File: src/rtl/rv_dec_pkg.sv
package rv_dec_pkg;

  localparam logic [6:0] OPC_REG_REG = 7'b0110011;

  typedef enum logic [3:0] {
    OPC_ADD = 4'd0,
    OPC_SUB = 4'd1,
    OPC_AND = 4'd2,
    OPC_OR  = 4'd3,
    OPC_XOR = 4'd4,
    OPC_SLT = 4'd5,
    OPC_SLTU = 4'd6,
    OPC_SLL = 4'd7,
    OPC_SRL = 4'd8,
    OPC_SRA = 4'd9
  } rr_op_e;

  typedef enum logic [4:0] {
    CLS_ARITH = 5'd0,
    CLS_MDS   = 5'd1
  } rr_class_e;

endpackage

File: src/rtl/rv_imm_extract.sv
module rv_imm_extract #(
  parameter int XLEN = 32
) (
  input  logic [31:0]     instr_i,
  output logic [XLEN-1:0] imm_u_o,
  output logic [XLEN-1:0] imm_i_s_o,
  output logic [XLEN-1:0] imm_i_u_o,
  output logic [XLEN-1:0] imm_b_o
);

  localparam int IMM_I_W = 12;
  localparam int IMM_B_W = 13;

  logic [IMM_I_W-1:0] raw_i;
  logic [IMM_B_W-1:0] raw_b;
  logic [31:0]        raw_u;

  always_comb begin
    raw_i = instr_i[31:20];
    raw_b = {instr_i[31], instr_i[7], instr_i[30:25], instr_i[11:8], 1'b0};
    raw_u = {instr_i[31:12], 12'b0};
    imm_u_o   = XLEN'($signed(raw_u));
    imm_i_s_o = XLEN'($signed(raw_i));
    imm_i_u_o = XLEN'(raw_i);
    imm_b_o   = XLEN'($signed(raw_b));
  end

endmodule

File: src/rtl/rv_rr_classify.sv
module rv_rr_classify
  import rv_dec_pkg::*;
#(
  parameter int XLEN      = 32,
  parameter int REG_IDX_W = 6,
  parameter int OP_W      = 4,
  parameter int CLASS_W   = 5
) (
  input  logic [31:0]          instr_i,
  output logic                 illegal_o,
  output logic [CLASS_W-1:0]   class_o,
  output logic [OP_W-1:0]      op_o,
  output logic [REG_IDX_W-1:0] rd_o,
  output logic [XLEN-1:0]      src_a_o,
  output logic [XLEN-1:0]      src_b_o
);

  logic [2:0] funct3;
  logic       alt_bit;
  logic       mds_bit;
  rr_op_e     op_sel;
  rr_class_e  cls_sel;

  always_comb begin
    funct3  = instr_i[14:12];
    alt_bit = instr_i[30];
    mds_bit = instr_i[25];
    op_sel  = OPC_ADD;
    cls_sel = CLS_ARITH;
    unique case (funct3)
      3'b000: op_sel = alt_bit ? OPC_SUB : OPC_ADD;
      3'b001: begin op_sel = OPC_SLL; cls_sel = CLS_MDS; end
      3'b010: op_sel = OPC_SLT;
      3'b011: op_sel = OPC_SLTU;
      3'b100: op_sel = OPC_XOR;
      3'b101: begin op_sel = alt_bit ? OPC_SRA : OPC_SRL; cls_sel = CLS_MDS; end
      3'b110: op_sel = OPC_OR;
      default: op_sel = OPC_AND;
    endcase
  end

  always_comb begin
    illegal_o = 1'b1;
    class_o   = '0;
    op_o      = '0;
    rd_o      = '0;
    src_a_o   = '0;
    src_b_o   = '0;
    if (instr_i[6:0] == OPC_REG_REG) begin
      illegal_o = 1'b0;
      rd_o      = REG_IDX_W'(instr_i[11:7]);
      src_a_o   = XLEN'(instr_i[19:15]);
      src_b_o   = XLEN'(instr_i[24:20]);
      if (mds_bit) begin
        class_o = CLASS_W'(CLS_MDS);
        op_o    = OP_W'(funct3);
      end else begin
        class_o = CLASS_W'(cls_sel);
        op_o    = OP_W'(op_sel);
      end
    end
  end

endmodule

File: src/rtl/rv_dec_hold_reg.sv
module rv_dec_hold_reg #(
  parameter int W = 8
) (
  input  logic         clk,
  input  logic         rst_n,
  input  logic         en_i,
  input  logic [W-1:0] d_i,
  output logic [W-1:0] q_o
);

  logic [W-1:0] q_next;

  always_comb begin
    q_next = en_i ? d_i : q_o;
  end

  always_ff @(posedge clk or negedge rst_n) begin
    if (!rst_n) q_o <= '0;
    else        q_o <= q_next;
  end

endmodule

File: src/rtl/rv_rtype_decoder.sv
module rv_rtype_decoder #(
  parameter int XLEN      = 32,
  parameter int REG_IDX_W = 6,
  parameter int OP_W      = 4,
  parameter int CLASS_W   = 5
) (
  input  logic                 clk,
  input  logic                 rst_n,
  input  logic [31:0]          instr_i,
  input  logic                 instr_valid_i,
  output logic                 dec_valid_o,
  output logic                 illegal_o,
  output logic [CLASS_W-1:0]   op_class_o,
  output logic [OP_W-1:0]      op_code_o,
  output logic [REG_IDX_W-1:0] rd_idx_o,
  output logic [XLEN-1:0]      op_a_o,
  output logic [XLEN-1:0]      op_b_o,
  output logic [XLEN-1:0]      op_c_o,
  output logic [XLEN-1:0]      imm_u_o,
  output logic [XLEN-1:0]      imm_i_s_o,
  output logic [XLEN-1:0]      imm_i_u_o,
  output logic [XLEN-1:0]      imm_b_o
);

  localparam int IMM_W = 4 * XLEN;
  localparam int CTL_W = 1 + CLASS_W + OP_W + REG_IDX_W + 2 * XLEN;

  logic                 c_illegal;
  logic [CLASS_W-1:0]   c_class;
  logic [OP_W-1:0]      c_op;
  logic [REG_IDX_W-1:0] c_rd;
  logic [XLEN-1:0]      c_a;
  logic [XLEN-1:0]      c_b;
  logic [XLEN-1:0]      c_imm_u;
  logic [XLEN-1:0]      c_imm_is;
  logic [XLEN-1:0]      c_imm_iu;
  logic [XLEN-1:0]      c_imm_b;
  logic [CTL_W-1:0]     ctl_d;
  logic [CTL_W-1:0]     ctl_q;
  logic [IMM_W-1:0]     imm_d;
  logic [IMM_W-1:0]     imm_q;
  logic [0:0]           vld_q;

  rv_rr_classify #(
    .XLEN(XLEN), .REG_IDX_W(REG_IDX_W), .OP_W(OP_W), .CLASS_W(CLASS_W)
  ) u_classify (
    .instr_i  (instr_i),
    .illegal_o(c_illegal),
    .class_o  (c_class),
    .op_o     (c_op),
    .rd_o     (c_rd),
    .src_a_o  (c_a),
    .src_b_o  (c_b)
  );

  rv_imm_extract #(.XLEN(XLEN)) u_imm (
    .instr_i  (instr_i),
    .imm_u_o  (c_imm_u),
    .imm_i_s_o(c_imm_is),
    .imm_i_u_o(c_imm_iu),
    .imm_b_o  (c_imm_b)
  );

  always_comb begin
    ctl_d = {c_illegal, c_class, c_op, c_rd, c_a, c_b};
    imm_d = {c_imm_u, c_imm_is, c_imm_iu, c_imm_b};
  end

  rv_dec_hold_reg #(.W(CTL_W)) u_ctl_reg (
    .clk(clk), .rst_n(rst_n), .en_i(instr_valid_i), .d_i(ctl_d), .q_o(ctl_q)
  );

  rv_dec_hold_reg #(.W(IMM_W)) u_imm_reg (
    .clk(clk), .rst_n(rst_n), .en_i(instr_valid_i), .d_i(imm_d), .q_o(imm_q)
  );

  rv_dec_hold_reg #(.W(1)) u_vld_reg (
    .clk(clk), .rst_n(rst_n), .en_i(1'b1), .d_i(instr_valid_i), .q_o(vld_q)
  );

  always_comb begin
    dec_valid_o = vld_q[0];
    {illegal_o, op_class_o, op_code_o, rd_idx_o, op_a_o, op_b_o} = ctl_q;
    {imm_u_o, imm_i_s_o, imm_i_u_o, imm_b_o} = imm_q;
    op_c_o = '0;
  end

endmodule

File: config.mk
export PLATFORM = sky130hd
export DESIGN_NAME = rv_rtype_decoder
export DESIGN_NICKNAME = d
export VERILOG_FILES = /design/src/rtl/rv_dec_pkg.sv /design/src/rtl/rv_imm_extract.sv /design/src/rtl/rv_rr_classify.sv /design/src/rtl/rv_dec_hold_reg.sv /design/src/rtl/rv_rtype_decoder.sv
export SDC_FILE = /design/constraint.sdc
export NUM_CORES = 1
export LEC_CHECK = 0
export ABC_AREA = 1
export BUFFER_PORTS_ARGS = -buffer_cell sky130_fd_sc_hd__buf_2
export CAP_MARGIN = 20
export CORE_AREA = 2 2 108 110
export CTS_BUF_LIST = sky130_fd_sc_hd__clkbuf_8
export CTS_CLUSTER_DIAMETER = 100
export DETAILED_ROUTE_END_ITERATION = 10
export DIE_AREA = 0 0 110 112
export HOLD_SLACK_MARGIN = 0.1
export MAX_ROUTING_LAYER = met4
export PLACE_DENSITY = 0.76
export SLEW_MARGIN = 10
export SYNTH_ARGS = -nofsm -noshare
export SYNTH_HDL_FRONTEND = slang
export SYNTH_SLANG_ARGS = --single-unit
File: constraint.sdc
create_clock -name clk -period 1.2 [get_ports clk]
set_input_delay 0.06 -clock clk [delete_from_list [all_inputs] [get_ports clk]]
set_output_delay 0.06 -clock clk [all_outputs]
set_load 0.01 [all_outputs]
==> results of run 1 <==
[per-stage QoR]
step	utilization	instances	TNS, ns	instance area [um^2]	power [W]
after global placement	0.2943	618	0	3288	0.002656
after detailed placement	0.2943	618	0	3288	0.002669
final	0.3315	656	0	3705	0.003933
after CTS	0.3292	653	-0.0007192	3679	0.003968
after global routing	0.3315	656	-0.9338	3705	0.004182
after floorplan	-	523	0	3816	0.002837
[routing by layer]
layer | vias to the layer above | GRT usage | part of all wire | routed length (um)
met4 | 0 | 0.03713 | 0.013 | 90
li1 | 1121 | - | - | -
met3 | 8 | 0.02400 | 0.083 | 568
met2 | 144 | 0.1730 | 0.53 | 3638
met1 | 1083 | 0.1224 | 0.37 | 2565
met5 | - | - | 0 | 0
[worst register-to-register path: cells and delay by family, from the launching register on]
kind / cells / cell delay (ns)
flops: 1 / 0.50
simple gates: 2 / 0.11
buf+inv: 1 / 0.16
[Yosys cell counts, types with 2 or more instances]
library cell / n / area [um^2]
buf_4: 199 / 1494
nand2_1: 106 / 397.9
dfrtp_1: 47 / 1176
nor2_1: 10 / 37.54
o21ai_2: 10 / 87.58
o21ai_0: 8 / 40.04
buf_2: 3 / 15.01
inv_1: 3 / 11.26
a21oi_1: 2 / 10.01
inv_2: 2 / 7.510
nand3_1: 2 / 10.01
o21ai_1: 2 / 10.01
[worst max-delay path by stage]
| stage | start | end | depth (start not counted) |
|---|---|---|---|
| after global placement | instr_i[3] | u_ctl_reg.q_o[1] | 6 |
| final | u_imm_reg.q_o[95] | imm_i_s_o[21] | 2 |
| after CTS | u_imm_reg.q_o[95] | imm_i_s_o[21] | 1 |
| after floorplan | u_imm_reg.q_o[95] | imm_b_o[13] | 1 |
| after global routing | u_imm_reg.q_o[95] | imm_i_s_o[16] | 2 |
| after detailed placement | instr_i[3] | u_ctl_reg.q_o[4] | 6 |
[timing repair]
item / 4_1_cts / 5_1_grt
hold endpoints to repair: 89 / 0
resized for setup: 1 / 0
endpoints found under the setup margin: 43 / 43
hold buffers: 27 / 0
setup buffers: 0 / 3
[layout make-up]
| class | instances | share of cell area |
|---|---|---|
| clock inverters | 2 | 0.009456 |
| flip-flops and latches | 47 | 0.3185 |
| repair buffers | 186 | 0.3009 |
| multi-input cells | 267 | 0.2955 |
| inverters | 5 | 0.005066 |
| well taps | 143 | 0.04829 |
| clock buffers | 6 | 0.02229 |
[registers in the layout, summed over array words and instances, names as in the netlist]
register       count
u_ctl_reg.q_o     21
u_imm_reg.q_o     25
u_vld_reg.q_o      1
[kinds of logic (layout without fill, tap and decap cells)]
kind of cell,Yosys count,count (layout)
buffers and inverters,209,199
AND/OR/NAND/NOR,121,121
flip-flops,47,47
AO/OA/AOI/OAI,22,22
other,1,124
[power breakdown]
group / total (W) / internal (W) / switching, W
Clock: 0.00120 / 0.000674 / 0.000529
Sequential: 0.00173 / 0.00166 / 0.0000631
Combinational: 0.00100 / 0.000367 / 0.000636
Total: 0.00393 / 0.00270 / 0.00123
==> impl_metrics.toml, run 1 <==
[critical_path]
endpoint_kind = "primary output"
worstSetupStartpointType = "register"
reg2reg_to = "u_imm_reg.q_o[95]"
path_buf_inv = 2
crit_type = "register to primary output"
cp_cell_sequence = "buf_4 > buf_2"
arrival_ns = 1.11
reg2reg_slack_ns = 0.33
rr_startpoint = "u_imm_reg.q_o[95]"
worst_path_max_delay_cell = "dfrtp_4"
r2r_cells = 3
max_stage_delay_ns = 0.50
critPathTopFamily = "flip-flops"
crit_fanout = 10
worstPathRequired_ns = 1.14

[layout]
final_cell_mix = "buf_2 (151), conb_1 (124), nand2_1 (106), dfrtp_1 (46), dlygate4sd3_1 (27)"
drive_above_1_share = 0.3567
multi_input_area_mm2 = 0.001095
syn_to_final_growth_pct = 10.48
nNetsFinal = 547
final-seq-area_mm2 = 0.001180
fillerInstances = 1179
layout_commonest_cell = "buf_2"
diodes = 0

[sta]
drv_slew = 0
timing_hold_violations_final = 0
min_period_ns = 1.169
fmax_mhz = 855.2
hold_slack_ns = 0.1348
skew_ns = 0
rsz0062_at_grt = "true"
setup_violations = 0
postLayoutSetupSlackWorst_ns = 0.03067
min_period_over_period = 0.9744

[synth]
synth_seq_cells = 47
synth_ff_type = "dfrtp_1"
synth_cell_types = 18
synth_top_family_by_area = "buffers and inverters"
avgSynthCellArea_um2 = 8.383
synth_xor_area_frac = 0
synthCells = 400
synthAdderAreaFrac = 0
synth_simple_gate_area_frac = 0.1437
synth_edf_count = 0
synth.yosys.warnings = 0
synth_mux_area_frac = 0
synth_compound_area_frac = 0.04403
yosysSeqAreaShare = 0.3507
syn_area_mm2 = 0.003353
async_reset_ff_frac = 1.000

[min_path]
min_from = "instr_i[4]"
hold_depth = 5
hold_class = "input port to register"
whs_endpoint = "u_ctl_reg.q_o[73]"

[die]
fp.coreArea_mm2 = 0.01117
die_h_um = 112
initial_core_util = 0.3001
pin_count = 276
design.die.area_mm2 = 0.01232
row_count = 39
dieWidth_um = 110

[global_route]
grt_pass1_vias = 1983
antenna_found_initial = 0
grt_start_max_net_pins = 45
grt_usage = 0.1044
overflow = 0
grt_pass1_wl_um = 9680

[clock_network]
clock_latency_ns = 0.30
clkTransAtPathRegs_ns = 0.09
htree_levels = 2
cts_made_buffers = 5
cts_tree = "done"
clock_path_buffers = 2
root_buffer = "clkbuf_8"
cts.sinks = 47

[place]
dp_slack_ns = 0.1437
dpl.hpwl_um = 4951
routabilityCongestion = 0.7621
port_buffers = 151

[run]
maxCapViolations = 0

[route]
drt_wl_total_um = 6863
drc = 0
ant_nets = 0
first_pass_iters = 4
first_iter_violations = 66
routed-via-count = 2356
routed_via_density = 3.591
wl_per_cell_um = 10.46

[power]
p_per_area_mw_per_mm2 = 1061
leakage_nw = 2.255
vdd_drop_max_uv = 374.9

[run_status]
status = "finished, final reports clean"
(Power assumes the default switching activity.)
==> run 2, diff against run 1 <==
--- a/config.mk
+++ b/config.mk
@@ -8,15 +8,16 @@
 export ABC_AREA = 1
 export BUFFER_PORTS_ARGS = -buffer_cell sky130_fd_sc_hd__buf_2
 export CAP_MARGIN = 20
-export CORE_AREA = 2 2 108 110
+export CORE_MARGIN = 1.5
+export CORE_UTILIZATION = 35
 export CTS_BUF_LIST = sky130_fd_sc_hd__clkbuf_8
 export CTS_CLUSTER_DIAMETER = 100
 export DETAILED_ROUTE_END_ITERATION = 10
-export DIE_AREA = 0 0 110 112
 export HOLD_SLACK_MARGIN = 0.1
 export MAX_ROUTING_LAYER = met4
-export PLACE_DENSITY = 0.76
+export PLACE_DENSITY = 0.68
 export SLEW_MARGIN = 10
 export SYNTH_ARGS = -nofsm -noshare
 export SYNTH_HDL_FRONTEND = slang
+export SYNTH_HIERARCHICAL = 1
 export SYNTH_SLANG_ARGS = --single-unit
==> run 2 against run 1 <==
Compared with the run above:
- synthesized cell count rose to 2.9 times the previous value
- area after synthesis rose to 3.0 times the previous value
- core utilization up 12 points
- first-iteration DRC count rose to 6.5 times the previous value
- critical path type is now register to register
- critical endpoint is now u_ctl_reg/q_o[69]
- largest cell class unchanged
- highest routed layer unchanged
==> impl_metrics.toml, run 2 <==
[run_status]
status = "finished, final reports clean"

[power]
p_comb_frac = 0.146
power.switching_w = 0.004742
leakage_nw = 7.085
pwr-share-clk = 0.402
vdd_drop_max_uv = 883.5
p_seq_frac = 0.453
p_per_area_mw_per_mm2 = 1404
intPower_w = 0.01279
sw_frac_of_total = 0.2704

[synth]
yosysSeqAreaShare = 0.5239
avgSynthCellArea_um2 = 8.539
synth_cell_types = 17
syn_area_mm2 = 0.009982
synth_ff_type = "dfrtp_1"
synth.yosys.warnings = 6
synth_top_area_share = 0.5239
synth_top_area_cell = "dfrtp_1"
yosys-top-cells-count = "nand2_1 (635), buf_4 (220), dfrtp_1 (209)"
synth.most_common_cell = "nand2_1"
synth_seq_cells = 209
synth_edf_count = 0
synth_area_leaders = "dfrtp_1 (52%), nand2_1 (24%), buf_4 (17%), buf_6 (4.3%), nor2_1 (0.86%)"
synthCells = 1169
async_reset_ff_frac = 1.000

[sta]
fin_setup_tns_ns = 0
fmax_mhz = 835.0
drv_slew = 0
timing_hold_violations_final = 0
min_period_ns = 1.198
setup_violations = 0
hold_slack_ns = 0.04405
skew_ns = 0
max_slew_margin = 0.4791
min_period_over_period = 0.9980
rsz0062_at_grt = "false"
tightest_slew_ns = 0.7814

[layout]
fin_cells = 1869
syn_to_final_growth_pct = 25.13
final_cell_mix = "nand2_1 (635), buf_2 (240), dfrtp_1 (209), dlygate4sd3_1 (133), conb_1 (126)"
nNetsFinal = 1501
top_regs = "u_imm_reg/q_o x128, u_ctl_reg/q_o x80, u_vld_reg/q_o x1"
largest_reg_flops = 128
layout_commonest_cell = "nand2_1"
drive_above_1_share = 0.2154
largest-register = "u_imm_reg/q_o"

[die]
design.die.area_mm2 = 0.02954
die_h_um = 171.9
dieWidth_um = 171.9
fp.coreArea_mm2 = 0.02793
pin_count = 276
initial_core_util = 0.3573
row_count = 61

[critical_path]
arrival_ns = 1.61
r2r_cells = 3
crit_type = "register to register"
endpoint_kind = "register"
rr_startpoint = "u_ctl_reg/q_o[69]"
reg2reg_to = "u_ctl_reg/q_o[69]"
worstSetupStartpointType = "register"
worstPathRequired_ns = 1.61
crit_fanout = 2
reg2reg_slack_ns = 0.002

[global_route]
grt_pass1_vias = 7752
grt_usage = 0.1753
grt_pass1_wl_um = 39690
antenna_found_initial = 1
grt_start_max_net_pins = 107
overflow = 0

[place]
routabilityCongestion = 0.7508
dpl.hpwl_um = 14380
numPlacedInstances = 1664
port_buffers = 243

[route]
first_iter_violations = 428
routed_via_density = 4.099
wl_per_cell_um = 13.35
ant_nets = 0
routed-via-count = 7661
drt_wl_total_um = 24940
first_pass_iters = 4
drc = 0

[clock_network]
htree_levels = 2
root_buffer = "clkbuf_8"
cts_setup_buffers = 0
cts_made_buffers = 38
cts_tree = "done"
clock_latency_ns = 0.52
clock_path_buffers = 3
clkTransAtPathRegs_ns = 0.07
cts.sinks = 209

[min_path]
min_from = "instr_valid_i"
hold_class = "input port to register"
hold_depth = 4
whs_endpoint = "u_ctl_reg/q_o[61]"

[run]
maxCapViolations = 0
run 2: cell types whose count changed in the layout (fill, tap and decap cells not counted), moves of 26 or more:
cell	delta
buf_2	+89
clkbuf_8	+44
dfrtp_1	+163
inv_1	+26
dlygate4sd3_1	+106
nand2_1	+529
run 2: power by group through the flow:
stage	clock network [W]	logic (W)	registers, W
after detailed placement	0	0.00219	0.00804
after floorplan	0	0.00140	0.00831
after global routing	0.00757	0.00287	0.00800
final	0.00704	0.00255	0.00794
after CTS	0.00728	0.00261	0.00793
after global placement	0	0.00215	0.00802
run 2: how the worst max path moves through the flow:
stage	from	end	cells past startpoint
CTS	u_imm_reg/q_o[108]	imm_u_o[12]	1
floorplan	instr_i[6]	u_ctl_reg/q_o[71]	6
global placement	instr_i[5]	u_ctl_reg/q_o[72]	8
detailed placement	instr_i[5]	u_ctl_reg/q_o[72]	8
finish	u_ctl_reg/q_o[69]	u_ctl_reg/q_o[69]	3
global route	u_ctl_reg/q_o[30]	u_ctl_reg/q_o[30]	3
run 2: layout make-up:
type | instances | area, um^2
clock inverter | 14 | 111.4
clock buffer | 50 | 688.2
timing repair buffer | 401 | 2893
sequential | 209 | 5230
inverter | 22 | 90.09
antenna | 1 | 2.502
fill | 2714 | 15440
tap | 378 | 473.0
multi-input combinational | 794 | 3003
run 2: layer usage:
| layer | up-vias | share of wire | track usage |
|---|---|---|---|
| met5 | - | 0 | - |
| met2 | 275 | 0.48 | 0.2886 |
| met1 | 3597 | 0.42 | 0.2086 |
| li1 | 3740 | - | - |
| met3 | 49 | 0.079 | 0.04578 |
| met4 | 0 | 0.026 | 0.05860 |
run 2: cell families (layout without fill, tap and decap cells):
family / count (synthesis) / after routing / share of synthesized area
compound gates: 6 / 6 / 0.003384
other cells: 4 / 127 / 0.001504
buf+inv: 288 / 487 / 0.2211
flops: 209 / 209 / 0.5239
simple gates: 662 / 662 / 0.2501
run 2: per-stage QoR:
step / setup slack [ns] / total power, W / instance area, um^2 / utilization
detailed placement: 0.1585 / 0.01023 / 10250 / 0.3670
floorplan: 0.4886 / 0.009707 / 10440 / -
finish: 0.002387 / 0.01753 / 12490 / 0.4471
global route: 0.0003705 / 0.01844 / 12490 / 0.4471
CTS: 0.01597 / 0.01782 / 12720 / 0.4554
global placement: 0.1640 / 0.01017 / 10250 / 0.3670
run 2: what timing repair did:
| item | CTS | global route |
|---|---|---|
| setup endpoints to repair | 0 | 157 |
| hold buffers | 167 | 0 |
| endpoints found under the hold margin | 331 | 0 |
| resized for setup | 0 | 11 |
run 2: critical path: stages (launching register included):
cell and delay [ns]:
dfrtp_1 0.40, nand2_1 0.08, dlygate4sd3_1 0.55, nand2_1 0.06
==> run 3, diff against run 2 <==
--- a/config.mk
+++ b/config.mk
@@ -6,16 +6,16 @@
 export NUM_CORES = 1
 export LEC_CHECK = 0
 export ABC_AREA = 1
-export BUFFER_PORTS_ARGS = -buffer_cell sky130_fd_sc_hd__buf_2
 export CAP_MARGIN = 20
 export CORE_MARGIN = 1.5
 export CORE_UTILIZATION = 35
 export CTS_BUF_LIST = sky130_fd_sc_hd__clkbuf_8
 export CTS_CLUSTER_DIAMETER = 100
 export DETAILED_ROUTE_END_ITERATION = 10
+export DONT_BUFFER_PORTS = 1
 export HOLD_SLACK_MARGIN = 0.1
 export MAX_ROUTING_LAYER = met4
-export PLACE_DENSITY = 0.68
+export PLACE_DENSITY = 0.6
 export SLEW_MARGIN = 10
 export SYNTH_ARGS = -nofsm -noshare
 export SYNTH_HDL_FRONTEND = slang
==> run 3 against run 2 <==
Compared with the run above:
- the run now ends with hold timing left
- design area down 13%
- combinational power shrank 51%
- clock-buffer cell count fell by 7
- sequential power rose by 5.4%
- flip-flop and latch count unchanged
- power is 8.4% lower
- clock skew did not move
- wire length is 8.5% lower
- non-clock buffer count shrank 275
- fmax grew 3.1%
==> impl_metrics.toml, run 3 (synthesis gave the netlist of run 2 again) <==
[run_status]
status = "finished with violations"
failed_checks = "hold timing"

[die]
row_count = 61
fp.coreArea_mm2 = 0.02793
design.die.area_mm2 = 0.02954
die_h_um = 171.9
dieWidth_um = 171.9
pin_count = 276
initial_core_util = 0.3573

[route]
wl_met2_um = 10240
first_iter_violations = 340
highest_layer = "met4"
drc = 0
drt-met1-wl_um = 9185
drt_wl_total_um = 22830
first_pass_iters = 6
routed_via_density = 4.094
ant_nets = 0
wl_per_cell_um = 14.36
routed-via-count = 6509
met3_length_um = 2862

[power]
p_per_area_mw_per_mm2 = 1481
vdd_drop_max_uv = 643.7
leakage_nw = 5.864

[sta]
drv_slew = 0
skew_ns = 0
timing_hold_violations_final = 209
tightest_slew_ns = 0.5387
max_slew_margin = 0.6397
min_period_over_period = 0.9684
setup_violations = 0
hold_slack_ns = -0.7453
fmax_mhz = 860.5
min_period_ns = 1.162
postLayoutSetupSlackWorst_ns = 0.03794

[critical_path]
arrival_ns = 1.60
cp.depth = 6
worst_path_max_delay_cell = "dlygate4sd3_1"
endpoint = "u_ctl_reg/q_o[0]"
endpoint_kind = "register"
cp_cell_sequence = "dlygate4sd3_1 > inv_1 > nor2_1 > nand2_1 > dlygate4sd3_1 > nand2_1"
rr_startpoint = "u_imm_reg/q_o[3]"
crit_start = "instr_i[20]"
reg2reg_to = "u_imm_reg/q_o[3]"
max_stage_delay_ns = 0.70
reg2reg_slack_ns = 0.49
crit_type = "input port to register"
worstSetupStartpointType = "input port"
critPathTopFamily = "buffers and inverters"
worstPathRequired_ns = 1.64
path_buf_inv = 3
crit_fanout = 4
r2r_cells = 2

[place]
routabilityCongestion = 0.7172
port_buffers = 0
place_area_mm2 = 0.008901
dp_slack_ns = 0.3119
dpl.hpwl_um = 12690
numPlacedInstances = 1412

[run]
maxCapViolations = 0

[layout]
nNetsFinal = 1225
drive_above_1_share = 0.05376
largest-register = "u_imm_reg/q_o"
top_regs = "u_imm_reg/q_o x128, u_ctl_reg/q_o x80, u_vld_reg/q_o x1"
stdcell_area_mm2 = 0.01085
fin_cells = 1590
final_cell_mix = "nand2_1 (635), dfrtp_1 (209), conb_1 (126), dlygate4sd3_1 (112), clkbuf_8 (43)"
largest_reg_flops = 128
syn_to_final_growth_pct = 8.674
fillerInstances = 2811
layout_commonest_cell = "nand2_1"

[global_route]
grt_usage = 0.1563
grt_start_max_net_pins = 210
overflow = 0
antenna_found_initial = 2
grt_pass1_wl_um = 34730
grt_pass1_vias = 6300

[clock_network]
cts.sinks = 209
clock_path_buffers = 3
clock_latency_ns = 0.50
htree_levels = 2
cts_made_buffers = 37
cts_setup_buffers = 0
clkTransAtPathRegs_ns = 0.06
cts_tree = "done"
root_buffer = "clkbuf_8"

[min_path]
hold_class = "input port to asynchronous set/reset pin"
==> run 3: cell types whose count changed in the layout (fill, tap and decap cells not counted), moves of 2 or more <==
cell / previous run / this run
buf_12: 7 / 5
dlygate4sd3_1: 133 / 112
buf_6: 2 / 0
buf_4: 11 / 6
buf_2: 240 / 0
clkbuf_8: 50 / 43
dlymetal6s4s_1: 7 / 2
diode_2: 1 / 3
==> run 3: layer usage <==
layer	up-vias	global-route usage
met5	-	-
met2	235	0.2418
met3	46	0.07233
met1	3038	0.1819
li1	3190	-
met4	0	0.04423
==> run 3: worst min path at each step <==
stage | from | endpoint | slack, ns
2_1_floorplan | rst_n | u_ctl_reg/q_o[0] | -0.24
3_3_place_gp | rst_n | u_imm_reg/q_o[103] | -0.23
3_5_place_dp | rst_n | u_imm_reg/q_o[103] | -0.23
4_1_cts | rst_n | u_imm_reg/q_o[99] | -0.78
5_1_grt | rst_n | u_imm_reg/q_o[90] | -0.79
6_report | rst_n | u_imm_reg/q_o[90] | -0.75
==> run 3: cell type report <==
class | instances | area, um^2 | share of cell area
Multi-Input combinational cell | 794 | 3003 | 0.2768
Inverter | 22 | 111.4 | 0.01027
Clock buffer | 43 | 591.8 | 0.05456
Tap cell | 378 | 473.0 | 0.04360
Sequential cell | 209 | 5230 | 0.4821
Clock inverter | 15 | 112.6 | 0.01038
Antenna cell | 3 | 7.507 | 0.0006920
Timing Repair Buffer | 126 | 1319 | 0.1216
==> run 3: worst reg2reg max path, delay by kind of cell, from the launching register on <==
| kind | cells | cell delay [ns] |
|---|---|---|
| flip-flops | 1 | 0.43 |
| AND/OR/NAND/NOR | 2 | 0.16 |
==> run 3: what timing repair did <==
item / 4_1_cts / 5_1_grt
endpoints found under the hold margin: 418 / 212
setup endpoints to repair: 0 / 16
gates resized for setup: 0 / 4
hold buffers: 121 / 2
==> run 3: where the power goes <==
part	switching, W	total (W)	internal, W	leakage (nW)
registers	0.000751	0.00837	0.00762	2.58
clock network	0.00279	0.00644	0.00365	0.402
logic	0.000691	0.00125	0.000561	2.88
total	0.00423	0.0161	0.0118	5.86
==> run 3: through the flow <==
stage	utilization	setup TNS (ns)	total power, W	hold WS (ns)
floorplan	-	0	0.009707	-0.2356
global placement	0.3186	0	0.009276	-0.2318
detailed placement	0.3186	0	0.009320	-0.2316
CTS	0.3886	0	0.01633	-0.7849
global route	0.3882	-0.009009	0.01688	-0.7931
finish	0.3883	0	0.01606	-0.7453
